File: config.mk
export PLATFORM = sky130hd
export DESIGN_NAME = slp_refresh_ctrl
export DESIGN_NICKNAME = d
export VERILOG_FILES = /design/src/rtl/slp_ref_pkg.sv /design/src/rtl/slp_ref_period.sv /design/src/rtl/slp_ref_seq.sv /design/src/rtl/slp_refresh_ctrl.sv
export SDC_FILE = /design/constraint.sdc
export NUM_CORES = 1
export LEC_CHECK = 0
export BUFFER_PORTS_ARGS = -buffer_cell sky130_fd_sc_hd__buf_4
export CAP_MARGIN = 20
export CORE_AREA = 3 3 57 59
export CTS_CLUSTER_DIAMETER = 120
export DETAILED_ROUTE_END_ITERATION = 10
export DIE_AREA = 0 0 60 62
export MAX_ROUTING_LAYER = met4
export PLACE_DENSITY = 0.82
export SLEW_MARGIN = 20
export SYNTH_ARGS = -nofsm -noshare
export SYNTH_HDL_FRONTEND = slang
export SYNTH_SLANG_ARGS = --single-unit
File: constraint.sdc
create_clock -name clk -period 3.17 [get_ports clk]
set_input_delay 0.1585 -clock clk [delete_from_list [all_inputs] [get_ports clk]]
set_output_delay 0.1585 -clock clk [all_outputs]
set_load 0.005 [all_outputs]
File: src/rtl/slp_ref_pkg.sv
package slp_ref_pkg;

   localparam int PER_W = 11;

   typedef enum logic [2:0] {
      PH_IDLE,
      PH_ENA,
      PH_BG,
      PH_SW,
      PH_MON
   } ph_e;

   function automatic logic [PER_W-1:0] period_of(input logic [1:0] sel);
      logic [PER_W-1:0] n;
      unique case (sel)
         2'b00:   n = PER_W'(256);
         2'b01:   n = PER_W'(1024);
         2'b10:   n = PER_W'(64);
         default: n = PER_W'(16);
      endcase
      return n;
   endfunction

endpackage

File: src/rtl/slp_ref_period.sv
module slp_ref_period
   import slp_ref_pkg::*;
(
   input  logic       clk,
   input  logic       rst_n,
   input  logic       run,
   input  logic       arm,
   input  logic       tick,
   input  logic [1:0] sel,
   output logic       start
);

   logic [PER_W-1:0] per_q;
   logic [PER_W-1:0] cnt_q;

   assign start = run & arm & tick & (cnt_q == per_q - PER_W'(1));

   always_ff @(posedge clk or negedge rst_n) begin
      if (!rst_n) begin
         per_q <= period_of(2'b00);
         cnt_q <= '0;
      end else if (!run) begin
         per_q <= period_of(sel);
         cnt_q <= '0;
      end else if (start) begin
         per_q <= period_of(sel);
         cnt_q <= '0;
      end else if (!arm) begin
         cnt_q <= '0;
      end else if (tick) begin
         cnt_q <= cnt_q + PER_W'(1);
      end
   end

endmodule

File: src/rtl/slp_ref_seq.sv
module slp_ref_seq
   import slp_ref_pkg::*;
#(
   parameter int ENA_CYC = 2,
   parameter int BG_CYC  = 20,
   parameter int SW_CYC  = 8,
   parameter int MON_CYC = 6
) (
   input  logic clk,
   input  logic rst_n,
   input  logic run,
   input  logic start,
   input  logic lvd_in,
   output logic pwr_on,
   output logic ref_smp,
   output logic sel_main,
   output logic mon_smp,
   output logic lv_flag,
   output logic idle
);

   localparam int MAX_AB  = (ENA_CYC > BG_CYC) ? ENA_CYC : BG_CYC;
   localparam int MAX_CD  = (SW_CYC > MON_CYC) ? SW_CYC : MON_CYC;
   localparam int MAX_CYC = (MAX_AB > MAX_CD) ? MAX_AB : MAX_CD;
   localparam int TMR_W   = $clog2(MAX_CYC + 1);

   ph_e              ph_q, ph_nx;
   logic [TMR_W-1:0] tmr_q;
   logic [TMR_W-1:0] ph_len;
   logic             last;

   always_comb begin
      unique case (ph_q)
         PH_ENA:  begin ph_len = TMR_W'(ENA_CYC); ph_nx = PH_BG;   end
         PH_BG:   begin ph_len = TMR_W'(BG_CYC);  ph_nx = PH_SW;   end
         PH_SW:   begin ph_len = TMR_W'(SW_CYC);  ph_nx = PH_MON;  end
         PH_MON:  begin ph_len = TMR_W'(MON_CYC); ph_nx = PH_IDLE; end
         default: begin ph_len = TMR_W'(1);       ph_nx = PH_IDLE; end
      endcase
   end

   assign last = (tmr_q == ph_len - TMR_W'(1));

   always_ff @(posedge clk or negedge rst_n) begin
      if (!rst_n) begin
         ph_q    <= PH_IDLE;
         tmr_q   <= '0;
         ref_smp <= 1'b0;
         mon_smp <= 1'b0;
         lv_flag <= 1'b0;
      end else begin
         ref_smp <= 1'b0;
         mon_smp <= 1'b0;
         if (!run) begin
            ph_q    <= PH_IDLE;
            tmr_q   <= '0;
            lv_flag <= 1'b0;
         end else if (ph_q == PH_IDLE) begin
            tmr_q <= '0;
            if (start) ph_q <= PH_ENA;
         end else if (last) begin
            tmr_q <= '0;
            ph_q  <= ph_nx;
            if (ph_q == PH_ENA) ref_smp <= 1'b1;
            if (ph_q == PH_MON) begin
               mon_smp <= 1'b1;
               lv_flag <= lv_flag | lvd_in;
            end
         end else begin
            tmr_q <= tmr_q + TMR_W'(1);
         end
      end
   end

   assign pwr_on   = (ph_q != PH_IDLE);
   assign idle     = (ph_q == PH_IDLE);
   assign sel_main = (ph_q == PH_SW) || (ph_q == PH_MON);

endmodule

File: src/rtl/slp_refresh_ctrl.sv
module slp_refresh_ctrl #(
   parameter int ENA_CYC = 2,
   parameter int BG_CYC  = 20,
   parameter int SW_CYC  = 8,
   parameter int MON_CYC = 6
) (
   input  logic       clk,
   input  logic       rst_n,
   input  logic       sleep_active,
   input  logic       tick_32k,
   input  logic [1:0] duty_sel,
   input  logic [1:0] alt_mode,
   input  logic       lvd_in,
   output logic       reg_en,
   output logic       psw_en,
   output logic       ref_en,
   output logic       mon_en,
   output logic       osc_en,
   output logic       ref_sample,
   output logic       ref_main,
   output logic       mon_sample,
   output logic       low_volt
);

   if (ENA_CYC < 1) begin : g_bad_ena
      $error("ENA_CYC must be at least 1");
   end
   if (BG_CYC < 1 || SW_CYC < 1 || MON_CYC < 1) begin : g_bad_phase
      $error("every phase needs at least one cycle");
   end

   logic start;
   logic idle;
   logic pwr_on;
   logic arm;

   assign arm = idle & (alt_mode == 2'b00);

   slp_ref_period u_period (
      .clk   (clk),
      .rst_n (rst_n),
      .run   (sleep_active),
      .arm   (arm),
      .tick  (tick_32k),
      .sel   (duty_sel),
      .start (start)
   );

   slp_ref_seq #(
      .ENA_CYC (ENA_CYC),
      .BG_CYC  (BG_CYC),
      .SW_CYC  (SW_CYC),
      .MON_CYC (MON_CYC)
   ) u_seq (
      .clk      (clk),
      .rst_n    (rst_n),
      .run      (sleep_active),
      .start    (start),
      .lvd_in   (lvd_in),
      .pwr_on   (pwr_on),
      .ref_smp  (ref_sample),
      .sel_main (ref_main),
      .mon_smp  (mon_sample),
      .lv_flag  (low_volt),
      .idle     (idle)
   );

   assign reg_en = pwr_on;
   assign psw_en = pwr_on;
   assign ref_en = pwr_on;
   assign mon_en = pwr_on;
   assign osc_en = pwr_on;

endmodule

Word-level counts from Yosys, hierarchy flattened
Cells that the tools add are included.

Register bits after elaboration: 33. Memory bits (read-only): 0. Output and inout bits: 9. Latch bits: 0. Input port bits: 9. Logic and storage cells: 66. RAM bits: 0. Memories: 0.

Multiply operators: 0. Bitwise logic cells: 5. Eq/ne operators: 15. Reduce and logical (&&, ||, !) cells: 7. Div/mod/pow operators: 0. Muxes and demuxes: 28. $add $sub $neg: 4. Order comparisons: 0. Shift operators: 0.

Operator list (count): 11-bit 2-to-1 mux (6); 11-bit one-hot mux with 3 select lines (1); 5-bit one-hot mux with 4 select lines (1); 5-bit 2-to-1 mux (3); 1-bit 2-to-1 mux (12); 3-bit 2-to-1 mux (4); 11-bit by 1-bit adder with 11-bit output, second input constant (1); 11-bit equality test (1); 11-bit by 1-bit subtractor with 11-bit output, second input constant (1); 3-bit one-hot mux with 3 select lines (1); 3-bit by 2-bit equality test with 1-bit output, second input constant (2); 2-bit by 1-bit inequality test with 1-bit output, second input constant (3); 5-bit by 1-bit adder with 5-bit output, second input constant (1); 5-bit equality test (1); 5-bit by 1-bit subtractor with 5-bit output, second input constant (1); 1-bit bitwise AND (4); 2-bit logical NOT (2); 4-bit inequality test, second input constant (1); 3-bit by 1-bit equality test with 1-bit output, second input constant (1); 3-bit equality test, second input constant (1); 3-bit logical NOT (1); 3-bit by 1-bit inequality test with 1-bit output, second input constant (1); 3-bit inequality test, second input constant (1); 3-bit AND reduction (1); other kinds (7) (7).

Logic depth before layout (Yosys ltp)
Gate-level depths: netlist (run 1).

Word-level depth: 8. Mapped depth: 9. Gate-level depth less buffers: 7.

Hierarchy
Synthesis (run 1) repeated with hierarchy kept, for this count alone.

Cell total of the unflattened synthesis: 187. Area total of the unflattened synthesis: 1715.4 um2.

By module, submodules not included: slp_ref_period (area each 1006.0 um2, instances 1, seq. area each 376.6 um2, cells an instance 113); slp_ref_seq (area each 666.9 um2, instances 1, seq. area each 275.3 um2, cells an instance 69); slp_refresh_ctrl (area each 42.5 um2, instances 1, seq. area each 0.0 um2, cells an instance 5).

Worst setup path after synthesis (run 1)
No wires, ideal clock.

Kind: flip-flop to flip-flop. From: register u_period.cnt_q[0]. To: register u_period.per_q[10]. Buffers on the path: 2. Data required time: 3.045 ns. Arrival: 2.123 ns. Setup slack: 0.922 ns. Cell stages (with the launch flop): 9. Library setup time: 0.125 ns. Clock period less this slack: 2.248 ns. Path through: dfrtp_1 > ha_1 > and3_1 > clkbuf_1 > nand3_1 > or4b_1 > buf_2 > o21ai_4 > mux2_4.

Word-level cells in the longest chain between the ends: 3.

Ends and longest elaborated chain: from (decl) (RTL line slp_ref_period.sv:14) `logic [PER_W-1:0] cnt_q;`; from (signal assigned) (RTL line slp_ref_period.sv:31) `cnt_q <= cnt_q + PER_W'(1);`; 11-bit equality test (RTL line slp_ref_period.sv:16) `assign start = run & arm & tick & (cnt_q == per_q - PER_W'(1));`; 1-bit bitwise AND (RTL line slp_ref_period.sv:16); 2-bit by 1-bit inequality test with 1-bit output (no line); to (signal assigned) (RTL line slp_ref_period.sv:20) `per_q <= period_of(2'b00);`; to (signal assigned) (RTL line slp_ref_period.sv:23) `per_q <= period_of(sel);`; to (signal assigned) (RTL line slp_ref_period.sv:26) `per_q <= period_of(sel);`; to (decl) (RTL line slp_ref_period.sv:13) `logic [PER_W-1:0] per_q;`.

Every way passes these cells. A chain may end at the register's enable or synchronous reset.

Final worst setup path (run 1)
Ends and elaborated chain as after synthesis.

==> key figures, run 1 <==
Timing
  – Upper clock frequency limit: 383 MHz
  – Max Slew Vio Count: 0
  – Slew @ Worst Pin: 640 ps
  – Setup TNS: 0 ps
  – Fin crit share: 82.4%
  – Clock Skew: 9.80 ps
  – Worst hold margin: 92.4 ps
  – Final Hold Viols: 0
  – Relative slew slack: 57.1%
  – RSZ-0062 raised after global routing: false
  – # setup viols final: 0
  – Post-route minimum period: 2610 ps

Synthesis
  – Synth Warn #: 0
  – Synth Net Count: 185
  – Mapped cell area: 1580 um2
  – Sequential share of the synthesized area: 41.2%
  – Number of synthesized flops with an enable pin: 0
  – Ys async rst share: 100%
  – Syn avg cell area: 9.14 um2
  – Synthesized instance count: 173
  – Seq cells post-synth: 26
  – Ys flop type: dfrtp_1
  – Netlist cell types: 43

Drt
  – Routed Antenna Nets: 0
  – DR WL/cell: 15.5 um
  – Post-DR vias/cell: 6.35
  – Drt drc: 0
  – Routed wire length: 3.29 mm
  – Detailed-route via count: 1347
  – Drt first pass iters: 4
  – Initial DRC count: 94

Global routing
  – Antenna violations before repair: 0
  – Maximum number of pins on one net before global-route repair: 27
  – First-pass GRT wire length: 5.65 mm
  – Total track usage: 20.7%
  – Vias in the first global route: 1231
  – Grt ovf: 0

CTS
  – Clk pin slew, worst setup/hold paths: 150 ps
  – Number of CTS-inserted buffers: 3
  – Root buf cell: clkbuf_4
  – # clock sinks: 26
  – CTS tree: yes
  – Worst-Skew Late Latency: 320 ps
  – Clock tree buffer depth: 2
  – Htree depth: 1

Placement
  – Placed insts: 207
  – GP Congestion: 0.869
  – I/O Buffers: 17
  – Hpwl dp: 2.44 mm

Worst setup path
  – Slowest stage delay, CP: 810 ps
  – Worst-case reg-to-reg path depth: 6
  – WP data required: 3380 ps
  – Arrival @ worst endpoint: 2820 ps
  – Worst setup EP type: flip-flop
  – R2R Path End: u_period.per_q[10]
  – CP Cell Sequence: ha_1 > and3_1 > nand3_1 > or4b_1 > o21ai_4 > mux2_4
  – CP top delay family: simple AND/OR/NAND/NOR gates
  – CP Launch Type: flip-flop
  – Setup slack, reg-to-reg: 560 ps
  – WP buf/inv: 0
  – R2R Path Start: u_period.cnt_q[0]
  – CP max-delay cell: or4b_1
  – Critical path class: flip-flop to flip-flop
  – CP Max Fanout: 16

Finish
  – Most frequent cells in the layout: dfrtp_1, buf_4, nor2_1
  – Filler cells: 221
  – Post-layout net count: 194
  – Share of cells above drive strength 1: 13.8%
  – Syn-to-layout area delta: 8.39%
  – Most common cell after layout, fill and taps aside: dfrtp_1
  – Final Instance Count excl. Fillers: 212
  – Diode count: 0

Pwr
  – Clock network power share: 15.4%
  – Leak pwr: 0.755 nW
  – Register share of total power: 43.9%
  – Pwr dens: 556 nW/um2
  – Pint: 600 uW
  – Logic pwr share: 40.7%
  – Peak supply drop: 0.559 mV
  – Switching Fraction: 37.0%
  – Psw: 352 uW

Min path
  – Hold path start: duty_sel[0]
  – Hold Path Class: primary input to flip-flop
  – Hold Path Sink: u_period.per_q[4]
  – Hold path depth: 3

Floorplan
  – Ports: 18
  – Die height: 62 um
  – Starting Density: 57.4%
  – Core outline area: 2760 um2
  – Cell Rows: 19
  – Area of the die: 3720 um2
  – DIE WIDTH: 60 um

Outcome
  – Status: complete, no violations

Job
  – MaxCap Viol Count: 0
-- flip-flops by register name, indices dropped and copies added, names as in the netlist --
register / flops
u_period.per_q: 4
u_seq.ph_q: 3
u_seq.mon_smp: 1
u_seq.ref_smp: 1
u_period.cnt_q: 11
u_seq.tmr_q: 5
u_seq.lv_flag: 1
-- how the worst max path moves through the flow --
stage | startpoint | end | slack [ps] | cells past startpoint
2_1_floorplan | u_period.cnt_q[0] | u_period.per_q[10] | 920 | 8
3_3_place_gp | u_period.per_q[4] | u_period.per_q[10] | 700 | 7
3_5_place_dp | u_period.cnt_q[0] | u_period.per_q[10] | 640 | 6
4_1_cts | u_period.cnt_q[0] | u_period.per_q[10] | 600 | 6
5_1_grt | u_period.cnt_q[0] | u_period.per_q[10] | 450 | 6
6_report | u_period.cnt_q[0] | u_period.per_q[10] | 560 | 6
-- power by group through the flow --
stage	Combinational [mW]	Sequential [mW]	Clock, mW
after global placement	0.373	0.419	0
after floorplan	0.324	0.386	0
after CTS	0.389	0.417	0.147
final	0.387	0.418	0.147
after detailed placement	0.387	0.423	0
after global routing	0.444	0.427	0.162
-- what timing repair did --
item / CTS / global route
hold endpoints to repair: 25 / 0
hold buffers: 1 / 0
buffers inserted: 0 / 0
gates resized for setup: 0 / 0
-- layout make-up --
| class | count | area, um2 | share of cell area [%] |
|---|---|---|---|
| Inverter | 8 | 30.0 | 1.75 |
| Multi-Input combinational cell | 125 | 830 | 48.4 |
| Timing Repair Buffer | 18 | 138 | 8.03 |
| Tap cell | 31 | 38.8 | 2.26 |
| Sequential cell | 26 | 652 | 38.0 |
| Clock buffer | 4 | 26.3 | 1.53 |
-- cells by family (layout without fill, tap and decap cells) --
group                    after synthesis  in the layout  share of synthesized area (%)
flip-flops                            26             26                           41.2
adder cells (fa/ha/maj)                3              3                           2.37
AO/OA/AOI/OAI                         31             31                           13.3
XOR/XNOR                              10             10                           6.41
AND/OR/NAND/NOR                       75             75                           25.6
buffers and inverters                 22             30                           6.33
multiplexers                           6              6                           4.75
-- Yosys cell counts (all sizes together) (2+ instances only) --
cell type	n	share of area [%]
mux2	3	2.8
nor4	2	0.79
nand4	4	1.6
buf	7	2.8
dfrtp	25	40
nand3	13	4.1
xor2	5	2.8
nand2	11	2.6
a21oi	7	2.2
o21ai	7	2.9
xnor2	4	2.2
nor2b	4	1.6
nor3b	2	0.95
mux2i	3	1.9
inv	8	1.9
and3	3	1.2
a31oi	6	2.4
clkbuf	7	1.7
nor2	14	3.3
nor3	6	1.9
ha	3	2.4
nand3b	3	1.4
a311oi	3	1.7
nand2b	2	0.79
or3	4	1.6
o21a	2	0.95
or4b	2	1.3
-- worst min-delay path, cell delays in order --
cell and delay (ps):
buf_4 120, nand2_1 50, mux2i_1 60
-- layer usage --
layer	part of all wire, %	wire, um	global-route usage, %
met1	45	1490	27.4
met2	46	1520	32.7
met3	7.2	237	2.89
met4	1.3	44	6.96
met5	0	0	-
-- through the flow --
| stage | setup slack (ps) | area [um2] | total power [mW] | utilization [%] |
|---|---|---|---|---|
| global placement | 704 | 1680 | 0.791 | 60.8 |
| floorplan | 922 | 1580 | 0.710 | - |
| detailed placement | 643 | 1680 | 0.810 | 60.8 |
| finish | 559 | 1710 | 0.952 | 62.2 |
| global route | 453 | 1710 | 1.03 | 62.2 |
| CTS | 603 | 1710 | 0.952 | 62.2 |
No activity file was read; power rests on OpenSTA's default activity.
==> run 2: changes to the inputs <==
- CORE_AREA: 3 3 57 59 -> 3 3 60 62
- DIE_AREA: 0 0 60 62 -> 0 0 63 65
- PLACE_DENSITY: 0.82 -> 0.78
- clock period: 3.17 -> 2.2 ns (I/O delays scaled with it)
==> key figures, run 2 (same netlist as run 1, synthesis figures left out) <==
Outcome
  – Status: finished, violations left
  – Failing checks: negative setup slack

Pwr
  – Pwr dens: 791 nW/um2
  – Leak pwr: 0.882 nW
  – Peak supply drop: 0.260 mV

CTS
  – Htree depth: 1
  – Number of CTS-inserted buffers: 3
  – Worst-Skew Late Latency: 350 ps
  – Root buf cell: clkbuf_4
  – Clock tree buffer depth: 2
  – CTS tree: yes
  – Clk pin slew, worst setup/hold paths: 140 ps
  – # clock sinks: 26

Finish
  – Most common cell after layout, fill and taps aside: buf_4
  – Post-layout net count: 214
  – Filler cells: 240
  – Fin area: 1980 um2
  – Top Registers: u_period.cnt_q (11), u_seq.tmr_q (5), u_period.per_q (4)
  – Max FFs per register: 11
  – Share of cells above drive strength 1: 28.9%
  – Diode count: 0
  – Syn-to-layout area delta: 25.5%
  – Final Instance Count excl. Fillers: 245
  – Largest register by flop count: u_period.cnt_q
  – Most frequent cells in the layout: buf_4, dfrtp_1, nor2_1
  – Post-Route Utilization: 64.5%

Timing
  – Final Hold Viols: 0
  – RSZ-0062 raised after global routing: true
  – Upper clock frequency limit: 443 MHz
  – Clock Skew: 4.83 ps
  – Slew @ Worst Pin: 466 ps
  – Final WS setup: -56.4 ps
  – Fin crit share: 103%
  – Relative slew slack: 68.5%
  – # setup viols final: 3
  – Max Slew Vio Count: 0
  – Post-route minimum period: 2260 ps

Worst setup path
  – WP data required: 2450 ps
  – WP buf/inv: 0
  – CP max-delay cell: or4b_4
  – Arrival @ worst endpoint: 2510 ps
  – CP top delay family: simple AND/OR/NAND/NOR gates
  – CP startpoint: u_period.per_q[4]
  – CP Launch Type: flip-flop
  – Slowest stage delay, CP: 520 ps
  – Critical path class: flip-flop to flip-flop
  – Top cell by count, worst path: mux2_4
  – CP Cell Sequence: or3_1 > mux2_4 > or4b_4 > o21ai_4 > mux2_4
  – R2R Path Start: u_period.per_q[4]
  – CP Max Fanout: 4
  – Worst setup EP type: flip-flop

Floorplan
  – Area of the die: 4100 um2
  – Core outline area: 3080 um2
  – Die height: 65 um
  – Starting Density: 51.4%
  – DIE WIDTH: 63 um
  – Ports: 18
  – Cell Rows: 20

Drt
  – Routed wire length: 4.18 mm
  – Post-DR vias/cell: 5.87
  – Drt drc: 0
  – Routed Antenna Nets: 0
  – DR WL/cell: 17.1 um
  – Initial DRC count: 102
  – Drt first pass iters: 4
  – Detailed-route via count: 1438

Global routing
  – Maximum number of pins on one net before global-route repair: 27
  – First-pass GRT wire length: 6.42 mm
  – Antenna violations before repair: 0
  – Grt ovf: 0
  – Vias in the first global route: 1359
  – Total track usage: 20.4%

Placement
  – Post-Place Setup Slack: -47.1 ps
  – GP Congestion: 0.811
  – I/O Buffers: 17
  – Hpwl dp: 2.65 mm
  – Placed insts: 230
  – Placed Area: 1770 um2

Job
  – MaxCap Viol Count: 0

Min path
  – Hold path start: sleep_active
  – Hold Path Class: primary input to flip-flop
-- run 2: changes by cell type in the layout (fill, tap and decap cells not counted), moves of 2 or more --
cell,before,now
inv_1,8,6
o21ai_1,0,2
inv_2,0,2
o21ai_0,6,4
buf_4,17,36
a31oi_1,6,4
-- run 2: where the power goes --
part           leakage, nW  internal, mW  switching, mW
Sequential           0.353         0.521         0.0546
Combinational        0.508         0.371          0.365
Clock               0.0210         0.102          0.156
-- run 2: what timing repair did --
item | in CTS | in global routing
endpoints found under the hold margin | 26 | 0
pin swaps | 3 | 10
buffers inserted | 7 | 4
setup endpoints to repair | 5 | 21
resized for setup | 2 | 16
hold buffers | 1 | 0
-- run 2: layer usage --
metal  share of wire, %  GRT usage, %  vias to the layer above
li1                   -             -                      682
met1                 40          25.1                      672
met2                 49          33.9                       64
met3                5.6          3.29                       20
met4                5.5          7.71                        0
met5                  0             -                        -
-- run 2: cell type report --
| cell class | instances | area, um2 | area share [%] |
|---|---|---|---|
| Sequential cell | 26 | 653 | 32.9 |
| Tap cell | 44 | 55.1 | 2.77 |
| Multi-Input combinational cell | 125 | 918 | 46.3 |
| Timing Repair Buffer | 38 | 292 | 14.7 |
| Inverter | 8 | 30.0 | 1.51 |
| Clock buffer | 4 | 36.3 | 1.83 |
-- run 2: per-stage QoR --
| stage | power [mW] | hold slack, ps | TNS (ps) |
|---|---|---|---|
| 3_5_place_dp | 1.21 | 37.6 | -79.6 |
| 3_3_place_gp | 1.17 | 28.9 | 0 |
| 4_1_cts | 1.48 | 40.5 | -7.09 |
| 2_1_floorplan | 1.02 | -186 | 0 |
| 6_report | 1.57 | 25.2 | -95.8 |
| 5_1_grt | 1.67 | 18.2 | -585 |
-- run 2: worst paths after layout --
| check | endpoint | slack [ps] | depth (start not counted) |
|---|---|---|---|
| setup / recovery | u_period.per_q[10] | -60 | 5 |
| hold / removal | u_seq.lv_flag | 30 | 2 |
| setup reg to reg | u_period.per_q[10] | -60 | 5 |
| hold reg to reg | u_seq.lv_flag | 510 | 1 |
| max in group asynchronous | u_period.per_q[8] | 1720 | 2 |
| min in group asynchronous | u_seq.ph_q[1] | 190 | 2 |
==> run 3: changes to the inputs <==
- BUFFER_PORTS_ARGS: -buffer_cell sky130_fd_sc_hd__buf_4 -> unset
- CORE_AREA: 3 3 60 62 -> 3 3 58 60
- DIE_AREA: 0 0 63 65 -> 0 0 61 63
- DONT_BUFFER_PORTS: unset -> 1
- PLACE_DENSITY: 0.78 -> 0.77
==> key figures, run 3 (same netlist as run 1, synthesis figures left out) <==
CTS
  – # clock sinks: 26
  – Htree depth: 1
  – Number of CTS-inserted buffers: 3
  – Clock tree buffer depth: 2
  – Worst-Skew Late Latency: 320 ps
  – CTS tree: yes
  – Clk pin slew, worst setup/hold paths: 130 ps
  – Root buf cell: clkbuf_4

Finish
  – Share of cells above drive strength 1: 16.8%
  – Final Instance Count excl. Fillers: 217
  – Most common cell after layout, fill and taps aside: dfrtp_1
  – Diode count: 0
  – Largest register by flop count: u_period.cnt_q
  – Post-layout net count: 197
  – Filler cells: 230
  – Top Registers: u_period.cnt_q (11), u_seq.tmr_q (5), u_period.per_q (4)
  – Max FFs per register: 11
  – Register area: 653 um2
  – Syn-to-layout area delta: 16.1%
  – Fin area: 1840 um2
  – Multi-input logic area: 885 um2
  – Most frequent cells in the layout: dfrtp_1, nor2_1, nand3_1, buf_4, nand2_1

Worst setup path
  – CP Max Fanout: 4
  – Setup slack, reg-to-reg: -0.5 ps
  – Worst-case reg-to-reg path depth: 5
  – Worst setup EP type: flip-flop
  – WP buf/inv: 0
  – CP top delay family: simple AND/OR/NAND/NOR gates
  – CP Cell Sequence: or3_1 > mux2_4 > or4b_4 > o21ai_4 > mux2_4
  – CP max-delay cell: or4b_4
  – Slowest stage delay, CP: 510 ps
  – Top cell by count, worst path: mux2_4
  – CP startpoint: u_period.per_q[6]
  – WP data required: 2420 ps
  – CP Launch Type: flip-flop
  – Critical path class: flip-flop to flip-flop
  – Critical Path Stages: 5
  – R2R Path Start: u_period.per_q[6]
  – Arrival @ worst endpoint: 2420 ps
  – Worst Setup EP: u_period.per_q[10]
  – R2R Path End: u_period.per_q[10]

Pwr
  – Pwr dens: 751 nW/um2
  – Clock network power share: 17.3%
  – Register share of total power: 42.7%
  – Logic pwr share: 39.9%
  – Pint: 867 uW
  – Overall power: 1.38 mW
  – Switching Fraction: 37.1%
  – Psw: 512 uW
  – Peak supply drop: 0.300 mV
  – Leak pwr: 0.783 nW

Drt
  – Routed wire length: 3.50 mm
  – Post-DR vias/cell: 6.22
  – Drt drc: 0
  – Detailed-route via count: 1349
  – DR WL/cell: 16.1 um
  – Initial DRC count: 156
  – Drt first pass iters: 4
  – Routed Antenna Nets: 0

Timing
  – Worst hold margin: 3.56 ps
  – Upper clock frequency limit: 454 MHz
  – RSZ-0062 raised after global routing: true
  – Max Slew Vio Count: 0
  – Post-route minimum period: 2200 ps
  – Setup TNS: -0.508 ps
  – # setup viols final: 1
  – Clock Skew: 9.37 ps
  – Relative slew slack: 55.4%
  – Fin crit share: 100%
  – Final Hold Viols: 0
  – Slew @ Worst Pin: 667 ps
  – Final WS setup: -0.508 ps

Global routing
  – Vias in the first global route: 1278
  – First-pass GRT wire length: 5.33 mm
  – Antenna violations before repair: 0
  – Total track usage: 18.1%
  – Grt ovf: 0
  – Maximum number of pins on one net before global-route repair: 27

Floorplan
  – Area of the die: 3840 um2
  – Core outline area: 2980 um2
  – Cell Rows: 20
  – Starting Density: 53.1%
  – DIE WIDTH: 61 um
  – Ports: 18
  – Die height: 63 um

Placement
  – Hpwl dp: 2.26 mm
  – Placed Area: 1620 um2
  – GP Congestion: 0.829
  – I/O Buffers: 0
  – Placed insts: 201

Job
  – MaxCap Viol Count: 0

Outcome
  – Status: finished, violations left
  – Failing checks: negative setup slack

Min path
  – Hold path depth: 3
  – Hold Path Class: primary input to flip-flop
==> run 3: repair_timing <==
action                     4_1_cts  5_1_grt
hold endpoints to repair        38        6
hold buffers                     6        3
buffers inserted                 1        2
setup endpoints to repair        2       15
pin swaps                        1        2
gates resized for setup          1        9
==> run 3: worst reg2reg max path, cell delays in order (launching register included) <==
cell	delay [ps]
dfrtp_1	420
or3_1	370
mux2_4	270
or4b_4	510
o21ai_4	210
mux2_4	320
==> run 3: worst min path at each step <==
stage / start / endpoint / slack [ps]
6_report: duty_sel[0] / u_period.per_q[6] / 4
3_3_place_gp: rst_n / u_seq.ph_q[1] / -180
3_5_place_dp: rst_n / u_seq.ph_q[1] / -190
4_1_cts: duty_sel[0] / u_period.per_q[6] / 2
2_1_floorplan: rst_n / u_period.cnt_q[0] / -190
5_1_grt: tick_32k / u_period.cnt_q[2] / 8
==> run 3: through the flow <==
| stage | setup WS [ps] | utilization [%] |
|---|---|---|
| 6_report | -0.508 | 61.6 |
| 4_1_cts | -18.6 | 58.4 |
| 2_1_floorplan | 12.4 | - |
| 3_5_place_dp | -25.4 | 54.4 |
| 3_3_place_gp | 37.6 | 54.4 |
| 5_1_grt | -50.8 | 61.6 |
==> run 3: power by group through the flow <==
stage,Clock (mW),Combinational [mW],Sequential (mW)
after floorplan,0,0.468,0.556
after global placement,0,0.411,0.587
after detailed placement,0,0.426,0.592
after CTS,0.245,0.457,0.583
after global routing,0.268,0.608,0.598
final,0.239,0.551,0.589
==> run 3: layer usage <==
metal	part of all wire (%)	vias up	global-route usage, %
met1	43	663	23.6
met2	49	41	28.9
li1	-	639	-
met4	1.5	0	3.79
met5	0	-	-
met3	6.4	6	3.31
==> run 3: cell type report <==
class,count,share of cell area [%]
multi-input cells,125,48.2
flip-flops and latches,26,35.6
repair buffers,21,10.4
well taps,33,2.25
clock buffers,4,1.98
inverters,8,1.64
